### config.mk
export PLATFORM = sky130hd
export DESIGN_NAME = acq_scan_seq
export DESIGN_NICKNAME = d
export VERILOG_FILES = /design/src/rtl/acq_pkg.sv /design/src/rtl/acq_ctrl.sv /design/src/rtl/acq_datapath.sv /design/src/rtl/acq_scan_seq.sv
export SDC_FILE = /design/constraint.sdc
export NUM_CORES = 1
export LEC_CHECK = 0
export ABC_AREA = 0
export BUFFER_PORTS_ARGS = -buffer_cell sky130_fd_sc_hd__buf_2
export CORE_MARGIN = 2
export CORE_UTILIZATION = 30
export CTS_BUF_LIST = sky130_fd_sc_hd__clkbuf_8
export DETAILED_ROUTE_END_ITERATION = 16
export GPL_ROUTABILITY_DRIVEN = 1
export PLACE_DENSITY_LB_ADDON = 0.15
export SYNTH_ARGS = -nofsm -noshare
export SYNTH_HDL_FRONTEND = slang
export SYNTH_HIERARCHICAL = 1
export SYNTH_SLANG_ARGS = --single-unit
export TNS_END_PERCENT = 10
### constraint.sdc
create_clock -name clk -period 2.5 [get_ports clk]
set_input_delay 0.25 -clock clk [delete_from_list [all_inputs] [get_ports clk]]
set_output_delay 0.25 -clock clk [all_outputs]
set_load 0.01 [all_outputs]
### src/rtl/acq_pkg.sv
package acq_pkg;
  localparam logic [1:0] SEL_CHAN = 2'd0;
  localparam logic [1:0] SEL_LAST = 2'd1;
  localparam logic [1:0] SEL_CMD  = 2'd2;
  localparam logic [1:0] SEL_CLR  = 2'd3;

  localparam logic [1:0] MODE_RANDOM = 2'd0;
  localparam logic [1:0] MODE_REPEAT = 2'd1;
  localparam logic [1:0] MODE_SCAN   = 2'd2;

  localparam logic [1:0] SRC_NONE  = 2'd0;
  localparam logic [1:0] SRC_PACER = 2'd1;
  localparam logic [1:0] SRC_EOC   = 2'd2;
  localparam logic [1:0] SRC_EOS   = 2'd3;

  typedef struct packed {
    logic loadChan;
    logic loadLast;
    logic capture;
    logic advance;
  } dpStrobe_t;
endpackage

### src/rtl/acq_ctrl.sv
module acq_ctrl import acq_pkg::*; #(
  parameter int PACER_BASE  = 4,
  parameter int PACER_STEPS = 10,
  parameter int EXT_MIN     = 4
) (
  input  logic       clk,
  input  logic       rstN,
  input  logic       wrEn,
  input  logic [1:0] wrSel,
  input  logic [4:0] cmdBits,
  input  logic       extTrig,
  input  logic [3:0] pacerSel,
  input  logic [1:0] srcSelA,
  input  logic [1:0] srcSelB,
  input  logic       convDone,
  input  logic       atLast,
  output dpStrobe_t  st,
  output logic       convStart,
  output logic       busy,
  output logic       eocFlag,
  output logic       eosFlag,
  output logic       overrun,
  output logic       intA,
  output logic       intB
);
  localparam int PACER_MAX = PACER_BASE << PACER_STEPS;
  localparam int PC_W      = $clog2(PACER_MAX + 1);
  localparam int EC_W      = $clog2(EXT_MIN + 1);

  logic [1:0]      mode;
  logic            extEn, pacerEn, pacerPend;
  logic            wrCmd, wrClr, swGo, modeTrig, trigger, capture;
  logic [3:0]      shiftAmt;
  logic [PC_W-1:0] period, pacerCnt;
  logic            pacerTick;
  logic [1:0]      extSync;
  logic [EC_W-1:0] extCnt;
  logic            extAccept;

  assign wrCmd    = wrEn && (wrSel == SEL_CMD);
  assign wrClr    = wrEn && (wrSel == SEL_CLR);
  assign swGo     = wrCmd && cmdBits[2];
  assign modeTrig = (mode == MODE_REPEAT) || (mode == MODE_SCAN);
  assign capture  = convDone && busy;

  // pacer: terminal count is the base interval shifted by the selected exponent
  always_comb begin
    shiftAmt = (pacerSel > 4'(PACER_STEPS)) ? 4'd0 : (4'(PACER_STEPS) - pacerSel);
    period   = PC_W'(PACER_BASE) << shiftAmt;
  end
  assign pacerTick = pacerEn && (pacerCnt >= period - PC_W'(1));

  always_ff @(posedge clk or negedge rstN) begin
    if (!rstN)                 pacerCnt <= '0;
    else if (!pacerEn || pacerTick) pacerCnt <= '0;
    else                       pacerCnt <= pacerCnt + PC_W'(1);
  end

  // external trigger: two-flop synchroniser, then a saturating high-time count
  assign extAccept = extSync[1] && (extCnt == EC_W'(EXT_MIN - 1));
  always_ff @(posedge clk or negedge rstN) begin
    if (!rstN) begin
      extSync <= '0;
      extCnt  <= '0;
    end else begin
      extSync <= {extSync[0], extTrig};
      if (!extSync[1])                  extCnt <= '0;
      else if (extCnt != EC_W'(EXT_MIN)) extCnt <= extCnt + EC_W'(1);
    end
  end

  assign trigger = swGo || (modeTrig && ((extEn && extAccept) || pacerTick));

  always_ff @(posedge clk or negedge rstN) begin
    if (!rstN) begin
      mode <= MODE_RANDOM; extEn <= 1'b0; pacerEn <= 1'b0;
      convStart <= 1'b0; busy <= 1'b0; overrun <= 1'b0;
      eocFlag <= 1'b0; eosFlag <= 1'b0; pacerPend <= 1'b0;
    end else begin
      if (wrCmd) begin
        mode    <= cmdBits[1:0];
        extEn   <= cmdBits[3];
        pacerEn <= cmdBits[4];
      end
      convStart <= trigger && !busy;
      if (trigger && !busy) busy <= 1'b1;
      else if (capture)     busy <= 1'b0;
      if (trigger && busy)  overrun <= 1'b1;
      else if (wrClr)       overrun <= 1'b0;
      if (capture)          eocFlag <= 1'b1;
      else if (wrClr)       eocFlag <= 1'b0;
      if (capture && mode == MODE_SCAN && atLast) eosFlag <= 1'b1;
      else if (wrClr)       eosFlag <= 1'b0;
      if (pacerTick)        pacerPend <= 1'b1;
      else if (wrClr)       pacerPend <= 1'b0;
    end
  end

  function automatic logic pick(input logic [1:0] src, input logic p, input logic c, input logic s);
    case (src)
      SRC_PACER: pick = p;
      SRC_EOC:   pick = c;
      SRC_EOS:   pick = s;
      default:   pick = 1'b0;
    endcase
  endfunction

  assign intA = pick(srcSelA, pacerPend, eocFlag, eosFlag);
  assign intB = pick(srcSelB, pacerPend, eocFlag, eosFlag);

  assign st.loadChan = wrEn && (wrSel == SEL_CHAN);
  assign st.loadLast = wrEn && (wrSel == SEL_LAST);
  assign st.capture  = capture;
  assign st.advance  = capture && (mode == MODE_SCAN);

  a_r2_single_start: assert property (@(posedge clk) disable iff (!rstN)
    convStart |=> !convStart);
  a_r2_busy_until_done: assert property (@(posedge clk) disable iff (!rstN)
    busy && !convDone |=> busy);
  a_r9_overrun_sticky: assert property (@(posedge clk) disable iff (!rstN)
    overrun && !wrClr |=> overrun);
  a_r10_clear_eoc: assert property (@(posedge clk) disable iff (!rstN)
    wrClr && !(convDone && busy) |=> !eocFlag);
  a_r7_ext_one_shot: assert property (@(posedge clk) disable iff (!rstN)
    extAccept |=> !extAccept);
endmodule

### src/rtl/acq_datapath.sv
module acq_datapath import acq_pkg::*; #(
  parameter int CH_W  = 5,
  parameter int RES_W = 12
) (
  input  logic             clk,
  input  logic             rstN,
  input  dpStrobe_t        st,
  input  logic [CH_W+1:0]  wrData,
  input  logic [RES_W-1:0] convData,
  input  logic             offsetBin,
  output logic [CH_W-1:0]  muxSel,
  output logic [1:0]       gainCode,
  output logic             atLast,
  output logic [RES_W-1:0] resultOut
);
  logic [CH_W-1:0]  startChan, lastChan, curChan;
  logic [1:0]       gainReg;
  logic [RES_W-1:0] resultReg;

  assign atLast = (curChan == lastChan);

  always_ff @(posedge clk or negedge rstN) begin
    if (!rstN) begin
      startChan <= '0; lastChan <= '0; curChan <= '0;
      gainReg <= '0; resultReg <= '0;
    end else begin
      if (st.loadChan) begin
        startChan <= wrData[CH_W-1:0];
        curChan   <= wrData[CH_W-1:0];
        gainReg   <= wrData[CH_W+1:CH_W];
      end else if (st.advance) begin
        curChan <= atLast ? startChan : curChan + CH_W'(1);
      end
      if (st.loadLast) lastChan  <= wrData[CH_W-1:0];
      if (st.capture)  resultReg <= convData;
    end
  end

  assign muxSel    = curChan;
  assign gainCode  = gainReg;
  assign resultOut = resultReg ^ {offsetBin, {(RES_W-1){1'b0}}};

  a_r6_wrap_to_start: assert property (@(posedge clk) disable iff (!rstN)
    st.advance && atLast && !st.loadChan |=> muxSel == $past(startChan));
  a_r6_step_up: assert property (@(posedge clk) disable iff (!rstN)
    st.advance && !atLast && !st.loadChan |=> muxSel == $past(curChan) + CH_W'(1));
endmodule

### src/rtl/acq_scan_seq.sv
module acq_scan_seq import acq_pkg::*; #(
  parameter int CH_W        = 5,
  parameter int RES_W       = 12,
  parameter int PACER_BASE  = 4,
  parameter int PACER_STEPS = 10,
  parameter int EXT_MIN     = 4,
  localparam int WR_W       = CH_W + 2
) (
  input  logic             clk,
  input  logic             rstN,
  input  logic             wrEn,
  input  logic [1:0]       wrSel,
  input  logic [WR_W-1:0]  wrData,
  input  logic             extTrig,
  input  logic [3:0]       pacerSel,
  input  logic [1:0]       srcSelA,
  input  logic [1:0]       srcSelB,
  input  logic             offsetBin,
  input  logic             convDone,
  input  logic [RES_W-1:0] convData,
  output logic [CH_W-1:0]  muxSel,
  output logic [1:0]       gainCode,
  output logic             convStart,
  output logic [RES_W-1:0] resultOut,
  output logic [3:0]       statusOut,
  output logic             eocOut,
  output logic             eosOut,
  output logic             intA,
  output logic             intB
);
  dpStrobe_t st;
  logic busy, eocFlag, eosFlag, overrun, atLast;

  acq_ctrl #(.PACER_BASE(PACER_BASE), .PACER_STEPS(PACER_STEPS), .EXT_MIN(EXT_MIN)) uCtrl (
    .clk(clk), .rstN(rstN), .wrEn(wrEn), .wrSel(wrSel), .cmdBits(wrData[4:0]),
    .extTrig(extTrig), .pacerSel(pacerSel), .srcSelA(srcSelA), .srcSelB(srcSelB),
    .convDone(convDone), .atLast(atLast), .st(st), .convStart(convStart), .busy(busy),
    .eocFlag(eocFlag), .eosFlag(eosFlag), .overrun(overrun), .intA(intA), .intB(intB));

  acq_datapath #(.CH_W(CH_W), .RES_W(RES_W)) uDp (
    .clk(clk), .rstN(rstN), .st(st), .wrData(wrData), .convData(convData),
    .offsetBin(offsetBin), .muxSel(muxSel), .gainCode(gainCode), .atLast(atLast),
    .resultOut(resultOut));

  assign statusOut = {overrun, eosFlag, eocFlag, busy};
  assign eocOut    = eocFlag;
  assign eosOut    = eosFlag;
endmodule

======== After elaboration in Yosys (flattened, before gate mapping) ========
Cells that the tools add are included.
word-level totals
  bits in registers ....................... 57
  output and inout port bits .............. 28
  bits of input ports ..................... 35
  logic and storage cells ................. 84
cells by class
  mux-type cells .......................... 16
  add/subtract/negate cells ............... 5
  reduce and logical (&&, ||, !) cells .... 27
  equality and inequality tests ........... 15
  shift-type cells ........................ 1
  $lt $le $gt $ge ......................... 2
  bitwise gates (word level) .............. 1
operators with widths
  cell                   number
  $mux 5                 3
  $eq 2x2->1 const B     7
  $logic_and 1x1->1      14
  $add 13x1->13 const B  1
  $ge 13x13->1           1
  $mux 13                1
  $shl 3x4->13 const A   1
  $sub 13x1->13 const B  1
  $reduce_bool 2->1      6
  $xor 12x12->12         1
  $eq 2x1->1 const B     4
  $mux 1                 7
  $mux 3                 2
  $pmux 1 s3             2
  $add 5x1->5 const B    1
  $eq 5x5->1             1
  $gt 4x4->1 const B     1
  $logic_or 1x1->1       4
  $mux 4                 1
  $sub 4x4->4 const A    1
  $add 3x1->3 const B    1
  $eq 3x2->1 const B     1
  $ne 3x3->1 const B     1
  $logic_not 1->1        2
  2 further kinds        2

======== Depth between registers and ports, before layout ========
  word-level depth ........................ 11
  depth in mapped cells ................... 18
  mapped depth without buffers ............ 16

======== Modules after synthesis ========
Netlist, hierarchy kept.
by module, submodules not included
  module        seq. area each (um^2)  area an instance (um^2)  times used  cells each
  acq_ctrl      700.7                  1775.5                   1           184
  acq_datapath  725.7                  1392.6                   1           113
  acq_scan_seq  0.0                    30.0                     1           4

======== Worst setup path after synthesis ========
OpenSTA, ideal clock, no wires.
  path kind ............................... input-to-reg
  start point ............................. input pacerSel[0]
  end point ............................... register uCtrl.pacerCnt[10]
  arrival time ............................ 3.201 ns
  setup time .............................. 0.121 ns
  buffers on the path ..................... 1
  data required time ...................... 2.379 ns
  stages on the path ...................... 17
  setup slack ............................. -0.822 ns
  path through ............................ ha_1 xnor2_1 nor2_1 nor2_1 nand4_1 ha_1 inv_1 or3_1 a21oi_1 a31oi_1 ha_1 nand4_1 nor3_1 nand2_1 nand3_2 buf_2 nor2_1
on the way
  cells in the longest elaborated chain, start to end .. 8
  elaborated cells on any way between the ends .. 9
  classes of those cells .................. add/sub: 2; order compare: 2; shift: 1; mux: 2; reduce/logical: 2
RTL lines
  item                                       RTL line            text
  start, declared                            acq_scan_seq.sv:15  input logic [3:0] pacerSel,
  $sub 4x4->4 or $gt 4x4->1 (tied branches)  acq_ctrl.sv:48      shiftAmt = (pacerSel > 4'(PACER_STEPS)) ? 4'd0 : (4'(PACER_STEPS) - pacerSel);
  $mux 4 *                                   acq_ctrl.sv:48
  $shl 3x4->13 *                             acq_ctrl.sv:49      period = PC_W'(PACER_BASE) << shiftAmt;
  $sub 13x1->13 *                            acq_ctrl.sv:51      assign pacerTick = pacerEn && (pacerCnt >= period - PC_W'(1));
  $ge 13x13->1 *                             acq_ctrl.sv:51
  $logic_and 1x1->1 *                        acq_ctrl.sv:51
  $logic_or 1x1->1 *                         acq_ctrl.sv:55      else if (!pacerEn || pacerTick) pacerCnt <= '0;
  $mux 13 *                                  acq_ctrl.sv:55
  end signal, assigned                       acq_ctrl.sv:56      else pacerCnt <= pacerCnt + PC_W'(1);
  end, declared                              acq_ctrl.sv:34      logic [PC_W-1:0] period, pacerCnt;
Every way passes the cells marked *; elsewhere a longest branch is shown, timed or not.
A chain may end at the register's enable or synchronous reset.

======== Final worst setup path ========
  start point ............................. input pacerSel[0]
  end point ............................... register uCtrl.overrun
on the way
  cells in the longest elaborated chain, start to end .. 11
  elaborated cells on any way between the ends .. 13
  classes of those cells .................. add/sub: 2; order compare: 2; shift: 1; mux: 2; reduce/logical: 6
RTL lines
  item                                         RTL line        text
  $sub 4x4->4 or $gt 4x4->1 (tied branches)    acq_ctrl.sv:48
  $mux 4 *                                     acq_ctrl.sv:48
  $shl 3x4->13 *                               acq_ctrl.sv:49
  $sub 13x1->13 *                              acq_ctrl.sv:51
  $ge 13x13->1 *                               acq_ctrl.sv:51
  $logic_and 1x1->1 *                          acq_ctrl.sv:51
  $logic_or 1x1->1 *                           acq_ctrl.sv:72  assign trigger = swGo || (modeTrig && ((extEn && extAccept) || pacerTick));
  $logic_and 1x1->1 *                          acq_ctrl.sv:72
  $logic_or 1x1->1 *                           acq_ctrl.sv:72
  $logic_and 1x1->1 *                          acq_ctrl.sv:88  if (trigger && busy) overrun <= 1'b1;
  $mux 1 or $reduce_bool 2->1 (tied branches)  n/a
  end signal, assigned                         acq_ctrl.sv:77  convStart <= 1'b0; busy <= 1'b0; overrun <= 1'b0;
  end signal, assigned                         acq_ctrl.sv:88
  end signal, assigned                         acq_ctrl.sv:89  else if (wrClr) overrun <= 1'b0;
  end, declared                                acq_ctrl.sv:22  output logic overrun,
Marks and branches as above.

==> flow_summary.json <==
{
  "status": "complete, but fails checks",
  "violations": "negative setup slack",
  "post-route-period-util_pct": 112,
  "holdWs_ps": 16.6,
  "numPortBuffers": 62,
  "placeableCoreArea_sq_um": 10300,
  "synthAdderAreaFrac_pct": 7.43,
  "ys_seq_area_share_pct": 44.6,
  "antenna_found_initial": 0,
  "area_growth_pct": 24.7,
  "grt_setup_unrepaired": "yes",
  "h-tree-depth": 3,
  "grt_start_max_net_pins": 39,
  "start_kind": "primary input",
  "dpl-instance-area_sq_um": 3730,
  "die_x_um": 107,
  "netlist_area_sq_um": 3200,
  "cp-startpoint": "pacerSel[0]",
  "syn_inst": 301,
  "root_buffer": "clkbuf_8",
  "async_flop_share_pct": 100,
  "numCtsBuffers": 9,
  "synthesis.nets": 355,
  "rows": 37,
  "layout_common_cells": "buf_2, dfrtp_1, mux2_2, buf_4, nor2_1",
  "synthSimpleGateAreaFrac_pct": 14.4,
  "synth_compound_area_share_pct": 10.6,
  "cts_setup_buffers": 0,
  "cts_tree": "yes",
  "post-route-util_pct": 38.6,
  "worst_clock_skew_ps": 8.15,
  "endpoint_kind": "flop",
  "critPathKind": "in -> reg",
  "cts_num_sinks": 57,
  "grt_pass1_wl_um": 11700,
  "first_pass_iters": 4,
  "gp_congestion": 0.792,
  "routed_via_density": 4.69,
  "netlist.area_leader.share_pct": 44.6,
  "cp.arrival_ps": 3040,
  "chipHeight_um": 107,
  "io_pins": 63,
  "drive_gt1_share_pct": 39.9,
  "maxSlewHeadroom_pct": 43.1,
  "reg2reg_from": "uCtrl/pacerCnt[3]$_DFF_PN0_",
  "timing.final.ws_setup_ps": -312,
  "clkTransAtPathRegs_ps": 70,
  "slew_viol_final": 0,
  "syn_area_per_cell_sq_um": 10.6,
  "ant_nets": 0,
  "synth-edff-count": 0,
  "grtUsageTotal_pct": 13.1,
  "worstPathRequired_ps": 2720,
  "period_minus_slack_ps": 2810,
  "finalHoldViolCount": 0,
  "synth-main-ff-cell": "dfrtp_1",
  "synth_area_leaders": "dfrtp_1, mux2_2, ha_1",
  "fin_area_sq_um": 3990,
  "synth_xor_area_share_pct": 6.30,
  "finalSetupViolations": 17,
  "maxCapViolCount": 0,
  "worstMarginPinSlew_ps": 853,
  "avgRoutedWirePerCell_um": 13.4,
  "fin_nets": 427,
  "synth_warnings": 6,
  "start_util_pct": 31.0,
  "synth_area_leader_cell": "dfrtp_1",
  "p_per_area_nw_per_um2": 770,
  "n_antenna_cell": 0,
  "cts_max_path_buffers": 2,
  "synth_top_family_by_area": "simple AND/OR/NAND/NOR gates",
  "dieArea_sq_um": 11500,
  "hpwl_um": 5180,
  "synth_mux_area_share_pct": 10.2,
  "layout_commonest_cell": "buf_2",
  "ys_ff_latch": 57,
  "p_leak_uw": 0.00191,
  "clkLatencyLatePin_ps": 340,
  "cp_max_fo": 4,
  "grt_pass1_vias": 2433,
  "wl_um": 6870,
  "via_count": 2410,
  "ys_types": 47,
  "overflow": 0,
  "vdd_drop_max_v": 0.000288,
  "drt_iter0_markers": 120,
  "timing.fmax_ghz": 0.356,
  "min_path_type": "in -> async",
  "drc_errors": 0
}
## what timing repair did
| action | in CTS | in global routing |
|---|---|---|
| hold buffers | 0 | 1 |
| hold endpoints to repair | 0 | 1 |
| setup endpoints to repair | 17 | 17 |
| resized for setup | 8 | 9 |
| pin swaps | 6 | 5 |
## flip-flops by register name, indices dropped and copies added (netlist names)
signal / count
uCtrl/busy: 1
uCtrl/pacerEn: 1
uCtrl/eocFlag: 1
uCtrl/extEn: 1
uCtrl/convStart: 1
uCtrl/mode: 2
uDp/lastChan: 5
uCtrl/extCnt: 3
uDp/resultReg: 12
uCtrl/eosFlag: 1
uCtrl/extSync: 2
uCtrl/pacerPend: 1
uDp/startChan: 5
uDp/muxSel: 5
uCtrl/pacerCnt: 13
uDp/gainCode: 2
uCtrl/overrun: 1
## synthesized netlist by cell type, drive strengths merged (3+ instances only)
library cell and n:
xnor2 10, inv 13, ha 19, nand3 13
xor2 13, a22oi 3, and2 6, mux2 29
a21oi 12, a21o 4, a21boi 3, dfrtp 57
and3 5, buf 22, nand4 7, a31oi 3
nand2 17, nor2 23, nor3 4, o21ai 11
## layout make-up
| class | count | area (sq um) |
|---|---|---|
| multi-input cells | 209 | 1660 |
| well taps | 136 | 170 |
| repair buffers | 83 | 499 |
| clock inverters | 6 | 43.8 |
| clock buffers | 10 | 138 |
| fillers | 1029 | 6340 |
| inverters | 13 | 48.8 |
| flip-flops and latches | 57 | 1430 |
## through the flow
stage / instances / power (uW) / setup slack (ps) / TNS (ps)
final: 514 / 3070 / -312 / -4900
after global routing: 514 / 3320 / -466 / -7520
after CTS: 513 / 3120 / -328 / -4670
after detailed placement: 497 / 2310 / -760 / -11620
after global placement: 497 / 2300 / -711 / -10900
after floorplan: 301 / 2060 / -508 / -7150
## cell families (layout without fill, tap and decap cells)
logic type	Yosys count	after routing
flip-flops	57	57
AO/OA/AOI/OAI	50	50
XOR/XNOR	23	23
multiplexers	29	29
adder cells (fa/ha/maj)	19	19
AND/OR/NAND/NOR	88	88
buffers and inverters	35	112
## critical path, cell delays in order
cell and delay (ps):
buf_8 100, ha_4 150, nand4b_1 170, a21oi_2 130, buf_4 140, nor2_4 30, nand4_1 110, ha_4 170
inv_2 40, or3_1 300, a21oi_1 120, a31oi_1 60, ha_1 350, nand4_1 140, nor3_2 80, buf_4 150
a31oi_1 190, o21ai_2 90, a32o_1 260
## metal layers
| layer | global-route usage (%) | vias to the layer above | share of wire, % |
|---|---|---|---|
| li1 | - | 1210 | - |
| met4 | 4.55 | 0 | 1.4 |
| met2 | 19.6 | 52 | 43 |
| met5 | 0 | - | 0 |
| met3 | 4.00 | 6 | 5.1 |
| met1 | 17.9 | 1142 | 50 |
## where the power goes
part	internal [uW]	switching (uW)
Sequential	1140	166
Combinational	497	487
Clock	385	396
Total	2020	1050
## worst paths after layout
kind,to,slack [ps],cells past startpoint
worst max register to register,uCtrl/overrun$_DFFE_PN0P_,480,6
worst max-delay path,uCtrl/overrun$_DFFE_PN0P_,-310,19
min in group clk,uDp/resultReg[4]$_DFFE_PN0P_,130,2
worst min register to register,uCtrl/extSync[1]$_DFF_PN0_,350,0
worst min-delay path,uCtrl/extSync[0]$_DFF_PN0_,20,1
max in group asynchronous,uCtrl/pacerCnt[1]$_DFF_PN0_,1770,2
(Power assumes the default switching activity.)
